$ cat config.mk
export PLATFORM = sky130hd
export DESIGN_NAME = chan_seq_averager
export DESIGN_NICKNAME = d
export VERILOG_FILES = /design/src/rtl/seq_avg_pkg.sv /design/src/rtl/seq_avg_next.sv /design/src/rtl/seq_avg_accum.sv /design/src/rtl/seq_avg_stats.sv /design/src/rtl/chan_seq_averager.sv
export SDC_FILE = /design/constraint.sdc
export NUM_CORES = 1
export LEC_CHECK = 0
export ABC_AREA = 1
export ABC_CLOCK_PERIOD_IN_PS = 10900
export BUFFER_PORTS_ARGS = -buffer_cell sky130_fd_sc_hd__buf_2
export CORE_MARGIN = 4
export CORE_UTILIZATION = 45
export CTS_CLUSTER_SIZE = 30
export DETAILED_ROUTE_END_ITERATION = 8
export PLACE_DENSITY = 0.66
export SETUP_SLACK_MARGIN = 0.15
export SLEW_MARGIN = 40
export SYNTH_ARGS = -nofsm -noshare
export SYNTH_HDL_FRONTEND = slang
export SYNTH_HIERARCHICAL = 1
export SYNTH_SLANG_ARGS = --single-unit
$ cat constraint.sdc
create_clock -name clk -period 10.9 [get_ports clk]
set_input_delay 1.09 -clock clk [delete_from_list [all_inputs] [get_ports clk]]
set_output_delay 1.09 -clock clk [all_outputs]
set_load 0.005 [all_outputs]
$ cat src/rtl/seq_avg_pkg.sv
package seq_avg_pkg;
    localparam int unsigned DEF_NCH   = 8;
    localparam int unsigned DEF_SMP_W = 12;
    localparam int unsigned DEF_RES_W = 16;
    localparam int unsigned DEF_OSR_W = 3;
    localparam int unsigned CFG_W     = 8;

    // control bit positions
    localparam int unsigned SEQ_MODE_BIT  = 0;
    localparam int unsigned SEQ_START_BIT = 4;
    localparam int unsigned AUTO_BIT      = 5;
    localparam int unsigned STATS_BIT     = 5;
endpackage

$ cat src/rtl/seq_avg_next.sv
// First enabled channel strictly after base, wrapping; base itself at distance NCH.
module seq_avg_next #(
    parameter int unsigned NCH   = 8,
    parameter int unsigned IDX_W = 3
) (
    input  logic [NCH-1:0]   mask,
    input  logic [IDX_W-1:0] base,
    output logic [IDX_W-1:0] nxt
);
    always_comb begin
        nxt = base;
        for (int d = NCH; d >= 1; d--) begin
            if (mask[(int'(base) + d) % NCH]) begin
                nxt = IDX_W'((int'(base) + d) % NCH);
            end
        end
    end
endmodule

$ cat src/rtl/seq_avg_accum.sv
module seq_avg_accum #(
    parameter int unsigned SMP_W = 12,
    parameter int unsigned RES_W = 16,
    parameter int unsigned OSR_W = 3
) (
    input  logic             clk,
    input  logic             rst_n,
    input  logic             clr,
    input  logic             take,
    input  logic [SMP_W-1:0] smp,
    input  logic [OSR_W-1:0] osr,
    output logic             done,
    output logic [RES_W-1:0] avg
);
    localparam int unsigned CNT_W = (1 << OSR_W) - 1;
    localparam int unsigned ACC_W = RES_W + CNT_W;
    localparam int unsigned PAD_W = RES_W - SMP_W;

    typedef struct packed {
        logic [ACC_W-1:0] acc;
        logic [CNT_W-1:0] cnt;
    } acc_st_t;

    acc_st_t          st_d, st_q;
    logic [ACC_W-1:0] sum;
    logic [CNT_W-1:0] last;

    always_comb begin
        last = {CNT_W{1'b1}} >> (CNT_W - int'(osr));
        sum  = st_q.acc + (ACC_W'(smp) << PAD_W);
        done = take && (st_q.cnt == last);
        avg  = RES_W'(sum >> osr);
        st_d = st_q;
        if (clr || done) begin
            st_d.acc = '0;
            st_d.cnt = '0;
        end else if (take) begin
            st_d.acc = sum;
            st_d.cnt = st_q.cnt + 1'b1;
        end
    end

    always_ff @(posedge clk or negedge rst_n) begin
        if (!rst_n) st_q <= '0;
        else        st_q <= st_d;
    end
endmodule

$ cat src/rtl/seq_avg_stats.sv
module seq_avg_stats #(
    parameter int unsigned NCH   = 8,
    parameter int unsigned RES_W = 16,
    parameter int unsigned IDX_W = 3
) (
    input  logic                 clk,
    input  logic                 rst_n,
    input  logic                 wr,
    input  logic [IDX_W-1:0]     wr_ch,
    input  logic [RES_W-1:0]     wr_val,
    input  logic                 stat_en,
    output logic [NCH*RES_W-1:0] rec_all,
    output logic [NCH*RES_W-1:0] max_all,
    output logic [NCH*RES_W-1:0] min_all
);
    typedef struct packed {
        logic [RES_W-1:0] rec;
        logic [RES_W-1:0] hi;
        logic [RES_W-1:0] lo;
    } slot_t;

    localparam slot_t SLOT_RST = '{rec: '0, hi: '0, lo: '1};

    for (genvar c = 0; c < NCH; c++) begin : g_ch
        slot_t sl_d, sl_q;
        logic  hit;

        always_comb begin
            hit  = wr && (wr_ch == IDX_W'(c));
            sl_d = sl_q;
            if (hit) begin
                sl_d.rec = wr_val;
                if (stat_en && (wr_val > sl_q.hi)) sl_d.hi = wr_val;
                if (stat_en && (wr_val < sl_q.lo)) sl_d.lo = wr_val;
            end
        end

        always_ff @(posedge clk or negedge rst_n) begin
            if (!rst_n) sl_q <= SLOT_RST;
            else        sl_q <= sl_d;
        end

        assign rec_all[c*RES_W +: RES_W] = sl_q.rec;
        assign max_all[c*RES_W +: RES_W] = sl_q.hi;
        assign min_all[c*RES_W +: RES_W] = sl_q.lo;
    end
endmodule

$ cat src/rtl/chan_seq_averager.sv
module chan_seq_averager
    import seq_avg_pkg::*;
#(
    parameter  int unsigned NCH   = DEF_NCH,
    parameter  int unsigned SMP_W = DEF_SMP_W,
    parameter  int unsigned RES_W = DEF_RES_W,
    parameter  int unsigned OSR_W = DEF_OSR_W,
    localparam int unsigned IDX_W = (NCH > 1) ? $clog2(NCH) : 1
) (
    input  logic                 clk,
    input  logic                 rst_n,
    input  logic [CFG_W-1:0]     seq_ctrl,
    input  logic [CFG_W-1:0]     mode_ctrl,
    input  logic [CFG_W-1:0]     stat_ctrl,
    input  logic [OSR_W-1:0]     osr_sel,
    input  logic [NCH-1:0]       chan_mask,
    input  logic                 smp_valid,
    input  logic [SMP_W-1:0]     smp_data,
    output logic                 chan_req,
    output logic [IDX_W-1:0]     chan_sel,
    output logic                 res_valid,
    output logic [IDX_W-1:0]     res_chan,
    output logic [RES_W-1:0]     res_value,
    output logic [NCH*RES_W-1:0] recent_all,
    output logic [NCH*RES_W-1:0] max_all,
    output logic [NCH*RES_W-1:0] min_all
);
    typedef struct packed {
        logic [IDX_W-1:0] cur;
        logic             vld;
        logic [IDX_W-1:0] ch;
        logic [RES_W-1:0] val;
    } top_st_t;

    top_st_t          st_d, st_q;
    logic             run, take, done;
    logic [IDX_W-1:0] skip_cur, eff, after_eff;
    logic [RES_W-1:0] avg;

    seq_avg_next #(.NCH(NCH), .IDX_W(IDX_W)) i_next_cur (
        .mask(chan_mask), .base(st_q.cur), .nxt(skip_cur)
    );

    seq_avg_next #(.NCH(NCH), .IDX_W(IDX_W)) i_next_eff (
        .mask(chan_mask), .base(eff), .nxt(after_eff)
    );

    seq_avg_accum #(.SMP_W(SMP_W), .RES_W(RES_W), .OSR_W(OSR_W)) i_accum (
        .clk(clk), .rst_n(rst_n), .clr(!run), .take(take),
        .smp(smp_data), .osr(osr_sel), .done(done), .avg(avg)
    );

    seq_avg_stats #(.NCH(NCH), .RES_W(RES_W), .IDX_W(IDX_W)) i_stats (
        .clk(clk), .rst_n(rst_n), .wr(done), .wr_ch(eff), .wr_val(avg),
        .stat_en(stat_ctrl[STATS_BIT]),
        .rec_all(recent_all), .max_all(max_all), .min_all(min_all)
    );

    always_comb begin
        run  = seq_ctrl[SEQ_MODE_BIT] && seq_ctrl[SEQ_START_BIT]
            && mode_ctrl[AUTO_BIT] && (|chan_mask);
        take = run && smp_valid;
        eff  = chan_mask[st_q.cur] ? st_q.cur : skip_cur;

        st_d     = st_q;
        st_d.vld = done;
        if (done) begin
            st_d.cur = after_eff;
            st_d.ch  = eff;
            st_d.val = avg;
        end
    end

    always_ff @(posedge clk or negedge rst_n) begin
        if (!rst_n) st_q <= '0;
        else        st_q <= st_d;
    end

    assign chan_req  = run;
    assign chan_sel  = eff;
    assign res_valid = st_q.vld;
    assign res_chan  = st_q.ch;
    assign res_value = st_q.val;
endmodule

* Word level (Yosys, flattened, before mapping)
Index checks and enable logic that the tools add are counted.
** Word-level totals
- Register bits :: 437
- Bits of input ports :: 50
- Output and inout port bits :: 408
- Logic and storage cells :: 195
** Operators by class
- Add/subtract/negate cells :: 19
- $lt $le $gt $ge :: 33
- Equality and inequality tests :: 8
- Shift operators :: 2
- Multiplexer cells :: 53
- Reduce and logical (&&, ||, !) cells :: 50
** Operator list (count)
- 16-bit > comparator :: 8
- 16-bit less-than comparator :: 8
- 3-bit by 4-bit less-than comparator with 1-bit output, second input constant :: 17
- 30-bit 2-to-1 mux :: 2
- 1-bit binary-select mux with 3-bit select :: 17
- 3-bit 2-to-1 mux :: 17
- 2-bit AND reduction :: 16
- 7-bit by 32-bit right shift with 7-bit output, first input constant :: 1
- 1-bit logical AND :: 29
- 3-bit adder, second input constant :: 8
- 23-bit by 16-bit adder with 23-bit output :: 1
- 23-bit by 3-bit right shift with 16-bit output :: 1
- 1-bit 2-to-1 mux :: 17
- 3-bit by 1-bit adder with 3-bit output, second input constant :: 4
- 3-bit by 2-bit adder with 3-bit output, second input constant :: 4
- 3-bit equality test, second input constant :: 4
- 8-bit OR reduction :: 1
- 7-bit by 1-bit adder with 7-bit output, second input constant :: 1
- 7-bit equality test :: 1
- 3-bit by 2-bit equality test with 1-bit output, second input constant :: 2
- 3-bit by 3-bit subtractor with 4-bit output, first input constant :: 1
- 3-bit by 1-bit equality test with 1-bit output, second input constant :: 1
- 3-bit zero test :: 1
- 2-bit nonzero test :: 1
- other kinds (2) :: 2

* Longest topological paths before layout
Gate-level depths: netlist (run 1).
- Word-level depth :: 23
- Depth in mapped cells :: 37
- Mapped depth without buffers :: 35

* Modules after synthesis
Netlist (run 1), hierarchy kept.
** By module, submodules not included
- seq_avg_stats :: times used 1, cells each 2673, area an instance 21804.7 um2, seq. area each 9769.4 um2
- seq_avg_accum :: times used 1, cells each 468, area an instance 2922.8 um2, seq. area each 650.6 um2
- seq_avg_next :: times used 2, cells each 125, area an instance 626.9 um2, seq. area each 0.0 um2
- chan_seq_averager :: times used 1, cells each 155, area an instance 1179.9 um2, seq. area each 575.6 um2

* Worst setup path before layout (run 1)
OpenSTA, ideal clock, no wires.
- Path type :: input -> register
- From :: input port smp_data[0]
- To :: register i_stats.g_ch[4].sl_q (netlist bit i_stats/max_all[76])
- Library setup time :: 0.117 ns
- Arrival :: 4.424 ns
- Required time :: 10.783 ns
- Setup slack :: 6.359 ns
- Stages on the path :: 23
- Path buffers :: 1
- Path through :: ha_1 inv_1 fa_1 nand3b_1 nand2_1 nand3_1 nand3_2 nand2_1 nand2_1 nand2_1 inv_2 nand2_1 nand3_1 nand3_1 ha_1 nand4_1 nor3_1 nand2_1 nand2_1 nand2_2 buf_2 nand2_1 nand2_1
** On the way
- Word-level cells in the longest chain between the ends :: 5
** Ends and longest elaborated chain
- start, declared :: line chan_seq_averager.sv:18 : input logic [SMP_W-1:0] smp_data,
- 23-bit by 16-bit adder with 23-bit output :: line seq_avg_accum.sv:30 : sum = st_q.acc + (ACC_W'(smp) << PAD_W);
- 23-bit by 3-bit right shift with 16-bit output :: line seq_avg_accum.sv:32 : avg = RES_W'(sum >> osr);
- named net avg[13] :: line chan_seq_averager.sv:38 : logic [RES_W-1:0] avg;
- 16-bit > comparator :: line seq_avg_stats.sv:33 : if (stat_en && (wr_val > sl_q.hi)) sl_d.hi = wr_val;
- 1-bit logical AND :: line seq_avg_stats.sv:33
- 2-bit AND reduction (no source line)
- end signal, assigned :: line seq_avg_stats.sv:40 : else sl_q <= sl_d;
- end, declared :: line seq_avg_stats.sv:25 : slot_t sl_d, sl_q;
The timed path passes the listed nets, and every way through them passes these cells.
A chain may end at the register's enable or synchronous reset.

* Worst setup path in the final report (run 1)
- From :: input port smp_data[0]
- To :: register i_stats.g_ch[7].sl_q (netlist bit i_stats/max_all[116])
** On the way
- Word-level cells in the longest chain between the ends :: 5
** Ends and longest elaborated chain (line)
- 23-bit by 16-bit adder with 23-bit output :: seq_avg_accum.sv:30
- 23-bit by 3-bit right shift with 16-bit output :: seq_avg_accum.sv:32
- named net avg[15] :: chan_seq_averager.sv:38
- 16-bit > comparator :: seq_avg_stats.sv:33
- 1-bit logical AND :: seq_avg_stats.sv:33
- 2-bit AND reduction (no source line)
- end signal, assigned :: seq_avg_stats.sv:40
- end, declared :: seq_avg_stats.sv:25
The timed path passes the listed nets, and every way through them passes these cells.

==> results of run 1 <==
[worst min path at each step]
stage	from	end	slack, ns	depth (start not counted)
3_3_place_gp	res_value[2]	res_value[2]	0.45	2
5_1_grt	rst_n	i_stats/max_all[90]	0.41	1
3_5_place_dp	res_value[9]	res_value[9]	0.45	2
6_report	rst_n	i_stats/max_all[89]	0.40	1
2_1_floorplan	res_value[0]	res_value[0]	0.44	2
4_1_cts	rst_n	i_stats/max_all[89]	0.38	1
[state kept, by name (all words and copies together), names as in the netlist]
signal           flops
res_valid            1
i_accum/st_q        26
i_stats/min_all    128
res_chan             3
res_value           16
st_q                 3
i_stats/max_all    128
i_stats/rec_all    128
[through the flow]
stage,utilization,worst slack (ns),std cells,total power [W],instance area [µm²]
finish,0.530,5.51,4718,0.00420,31500
global route,0.530,5.12,4718,0.00441,31500
CTS,0.530,5.50,4718,0.00423,31500
detailed placement,0.501,5.01,4625,0.00247,29700
global placement,0.500,5.09,4621,0.00246,29700
floorplan,-,6.36,3546,0.00223,27200
[area by class of cell]
cell class,instances,area share
multi-input combinational,2497,0.431
timing repair buffer,462,0.0785
clock buffer,73,0.0466
clock inverter,20,0.00787
sequential,433,0.349
inverter,460,0.0553
tap,773,0.0307
[worst max-delay path, cell delays in order]
cell	delay, ns
buf_2	0.09
ha_1	0.15
inv_1	0.07
fa_1	0.42
nand3b_1	0.18
nand2_1	0.19
nand3_1	0.14
nand3_2	0.11
nand2_1	0.06
nand2_1	0.06
nand2_1	0.10
inv_2	0.08
nand2_1	0.06
nand3_1	0.11
nand3_2	0.45
buf_4	0.45
ha_1	0.36
nand4_1	0.12
nor3_1	0.41
nand2_1	0.10
nand2_1	0.46
nand2_2	0.37
nand2_1	0.15
nand2_1	0.06
[metal layers]
metal,part of all wire,vias up,track usage
met5,0,-,0
met4,0.039,0,0.0895
met3,0.079,152,0.0682
met2,0.45,737,0.411
met1,0.44,11500,0.354
li1,-,12000,-
[cell families after synthesis]
kind of cell / synth area share
AOI/OAI and AO/OA: 0.0682
and+or+nand+nor: 0.298
buffers and inverters: 0.0977
xor gates and xnor gates: 0.00843
DFF: 0.405
adders and majority gates: 0.123
[report_power, final]
part           leakage, nW  switching (W)  internal (W)
sequential            5.57     0.00000669       0.00162
clock                0.825       0.000718       0.00103
combinational         10.7       0.000574      0.000250
[cell usage in the layout, fill, tap and decap left out, drive strengths merged, types with 9 or more instances in the layout]
master and count:
a21oi 123, buf 462, clkbuf 73, clkinv 9, dfrtp 305, dfstp 128, ha 265, inv 461
nand2 1257, nand3 439, nand4 24, nor2 101, nor3 28, o21ai 178, xor2 13
==> metrics.yaml, run 1 <==
p_leak_nw: 17.1
drive_above_1_share: 0.209
drtPass1Iterations: 5
root_buffer: "clkbuf_16"
clock-sinks: 433
track_usage: 0.262
yosysMostFrequentCell: "nand2_1"
rsz0062_at_grt: "false"
path_class: "in -> reg"
grt_max_degree: 97
synth.avg_cell_area_um2: 7.66
vias_per_cell: 5.18
antenna_found_initial: 0
ys_seq_area_frac: 0.405
ys_ff_latch: 433
synthDominantCellAreaShare: 0.281
final_nets: 4220
slew_viol_final: 0
clock_latency_ns: 0.60
cts_hold_buf: 0
final.setup_skew_ns: 0.0157
cts_tree: "done"
postCtsSetupBuffers: 0
vias: 24400
max_freq_mhz: 186
syn_to_final_growth_pct: 15.9
crit_fanout: 20
synth_edf_count: 0
cts-resized-gates: 0
synthTopCellsByArea: "dfrtp_1, nand2_1, dfstp_2"
worst_pin_slew_ns: 0.907
synth.net_count: 3862
final-hold-violation-count: 0
clk_pin_slew_ns: 0.06
gp_congestion: 0.901
start_util: 0.458
arrival_ns: 5.86
finalSetupTns_ns: 0
ff_latch_area_um2: 11000
r2r-end: "i_stats/max_all[88]"
ys_async_sr_fraction: 1.00
r2r_slack_ns: 5.58
num_rows: 89
die_h_um: 254
clockBufferDepth: 3
io_pins: 458
multi_input_area_um2: 13600
end_kind: "flop"
grt_pass1_wl_um: 132000
nFillCells: 5702
setup_viol: 0
rr_worst_depth: 25
syn_inst: 3546
relSlewSlack: 0.393
antennaDiodeCount: 0
numCtsBuffers: 50
die_x_um: 254
drt-initial-drc-count: 1772
syn_area_um2: 27200
synth_cell_type_count: 50
wl_per_cell_um: 18.3
core_area_um2: 59400
route.detailed.drc: 0
cts_max_level: 2
dieArea_um2: 64400
grt_overflow: 0
portBuffers: 437
drtAntennaViolNets: 0
grt_pass1_vias: 22700
start_kind: "primary input"
cellPowerDensity_nw_per_um2: 133
worstSetupStartpoint: "smp_data[0]"
whs_ns: 0.395
dpl.hpwl_um: 60500
endpoint: "i_stats/max_all[116]"
status: "complete, no violations"
finalCritPeriodShare: 0.494
max_cap_viol_count: 0
crit_required_ns: 11.37
r2r_start: "st_q[20]"
synthFlopType: "dfrtp_1"
synth_top_area_cell: "dfrtp_1"
wirelength_um: 86200
fin_crit_ns: 5.39
yosys_warnings: 6
holdCritPathClass: "in -> async"
peakVddDrop_v: 0.000112
synthTopCellsByCount: "nand2_1, inv_1, nand3_1"
Note: power is estimated with default switching activity, not from simulation.
==> run 2, diff against run 1 <==
- ABC_CLOCK_PERIOD_IN_PS: 10900 -> 4700
- PLACE_DENSITY: 0.66 -> 0.69
- clock period: 10.9 -> 4.7 ns (I/O delays scaled with it)
==> metrics.yaml, run 2 (synthesis gave the netlist of run 1 again) <==
status: "complete, no violations"
cts_tree: "done"
whs_ns: 0.280
gp_congestion: 0.910
wirelength_um: 87700
drive_above_1_share: 0.224
crit_fanout: 16
p_seq_frac: 0.388
power.share.clock: 0.401
antennaDiodeCount: 0
syn_to_final_growth_pct: 18.1
switching_share: 0.310
numCtsBuffers: 51
core_area_um2: 59400
layout_common_cells: "nand2_1, buf_2, inv_1"
relSlewSlack: 0.532
rsz0062_at_grt: "false"
rr_worst_depth: 21
power.internal_w: 0.00669
peakVddDrop_v: 0.000325
arrival_ns: 4.65
vias_per_cell: 5.14
finalSetupTns_ns: 0
m1WireLength_um: 37100
comb_power_share: 0.211
finalCritPeriodShare: 0.891
grt_pass1_wl_um: 135000
min_to: "i_accum/st_q[11]"
r2r_start: "i_accum/st_q[11]"
clock-sinks: 433
final_common_cell: "nand2_1"
p_leak_nw: 17.5
path_class: "reg -> reg"
met2_length_um: 40300
clockBufferDepth: 3
dieArea_um2: 64400
r2r_slack_ns: 0.51
drtPass1Iterations: 5
drt-initial-drc-count: 1800
slew_viol_final: 0
num_rows: 89
max_cap_viol_count: 0
final_nets: 4310
io_pins: 458
min_from: "smp_data[0]"
max_freq_mhz: 239
p_sw_w: 0.00301
track_usage: 0.266
grt_pass1_vias: 23600
grt_max_degree: 129
die_h_um: 254
die_x_um: 254
r2r-end: "i_stats/max_all[0]"
wl_met3_um: 6810
hold_depth: 4
cellPowerDensity_nw_per_um2: 302
cts_max_level: 2
portBuffers: 437
fin_crit_ns: 4.19
crit_required_ns: 5.17
clk_pin_slew_ns: 0.05
route.detailed.drc: 0
start_kind: "flop"
end_kind: "flop"
wl_per_cell_um: 18.2
drtAntennaViolNets: 0
vias: 24700
final-hold-violation-count: 0
final.setup_skew_ns: 0.0196
start_util: 0.458
root_buffer: "clkbuf_16"
dpl.hpwl_um: 63600
holdCritPathClass: "in -> reg"
clock_latency_ns: 0.59
antenna_found_initial: 0
highest_layer: "met4"
grt_overflow: 0
setup_viol: 0
worst_pin_slew_ns: 0.702
-- run 2: cell types whose count changed in the layout (fill, tap and decap cells not counted), moves of 4 or more --
cell,delta
buf_4,+85
clkbuf_1,+7
buf_12,+6
clkinvlp_4,-6
clkbuf_8,-5
clkinv_2,+4
-- run 2: repair_timing --
action,in CTS,in global routing
setup endpoints to repair,0,48
setup buffers,0,0
hold endpoints to repair,61,0
hold buffers,1,0
resized for setup,0,3
-- run 2: routing by layer --
layer | vias to the layer above | track usage
li1 | 12200 | -
met1 | 11500 | 0.353
met2 | 778 | 0.430
met3 | 172 | 0.0630
met4 | 0 | 0.0923
met5 | - | 0
-- run 2: cell type report --
cell class | count | area (µm²)
timing repair buffer | 551 | 3160
multi-input combinational | 2497 | 13600
clock inverter | 16 | 144
sequential | 433 | 11000
fill | 5607 | 27300
tap | 773 | 967
clock buffer | 77 | 1480
inverter | 460 | 1740
-- run 2: worst max-delay path by stage --
stage / startpoint / endpoint
floorplan: smp_data[0] / i_stats/max_all[76]
global placement: smp_data[0] / i_stats/max_all[107]
detailed placement: smp_data[0] / i_stats/max_all[109]
CTS: i_accum/st_q[11] / i_stats/max_all[102]
global route: i_accum/st_q[11] / i_stats/max_all[0]
finish: i_accum/st_q[11] / i_stats/max_all[0]
-- run 2: worst max-delay path: stages, from the launching register on --
cell	delay, ns
dfrtp_1	0.34
ha_1	0.17
inv_1	0.07
fa_1	0.41
nand3b_1	0.17
nand2_1	0.16
nand3_1	0.13
nand3_2	0.10
nand2_1	0.09
nand3_1	0.10
nand3_1	0.11
nand3_1	0.12
nand2_2	0.25
buf_4	0.29
ha_1	0.32
nand2_1	0.08
nor3_1	0.45
nand2_1	0.11
nand2_1	0.14
nand2_2	0.23
nand2_1	0.16
nand2_1	0.07
-- run 2: power groups by stage --
stage / sequential [W] / combinational, W / clock [W]
floorplan: 0.00382 / 0.00134 / 0
global placement: 0.00382 / 0.00201 / 0
detailed placement: 0.00382 / 0.00203 / 0
CTS: 0.00376 / 0.00204 / 0.00397
global route: 0.00376 / 0.00232 / 0.00412
finish: 0.00376 / 0.00205 / 0.00389
-- run 2: metrics by stage --
stage | cells | utilization | setup slack (ns) | instance area, µm² | power, W
3_5_place_dp | 4713 | 0.513 | 0.142 | 30400 | 0.00586
6_report | 4807 | 0.540 | 0.514 | 32100 | 0.00970
5_1_grt | 4807 | 0.540 | 0.157 | 32100 | 0.0102
4_1_cts | 4807 | 0.540 | 0.286 | 32000 | 0.00978
3_3_place_gp | 4713 | 0.513 | 0.219 | 30400 | 0.00583
2_1_floorplan | 3546 | - | 0.779 | 27200 | 0.00516
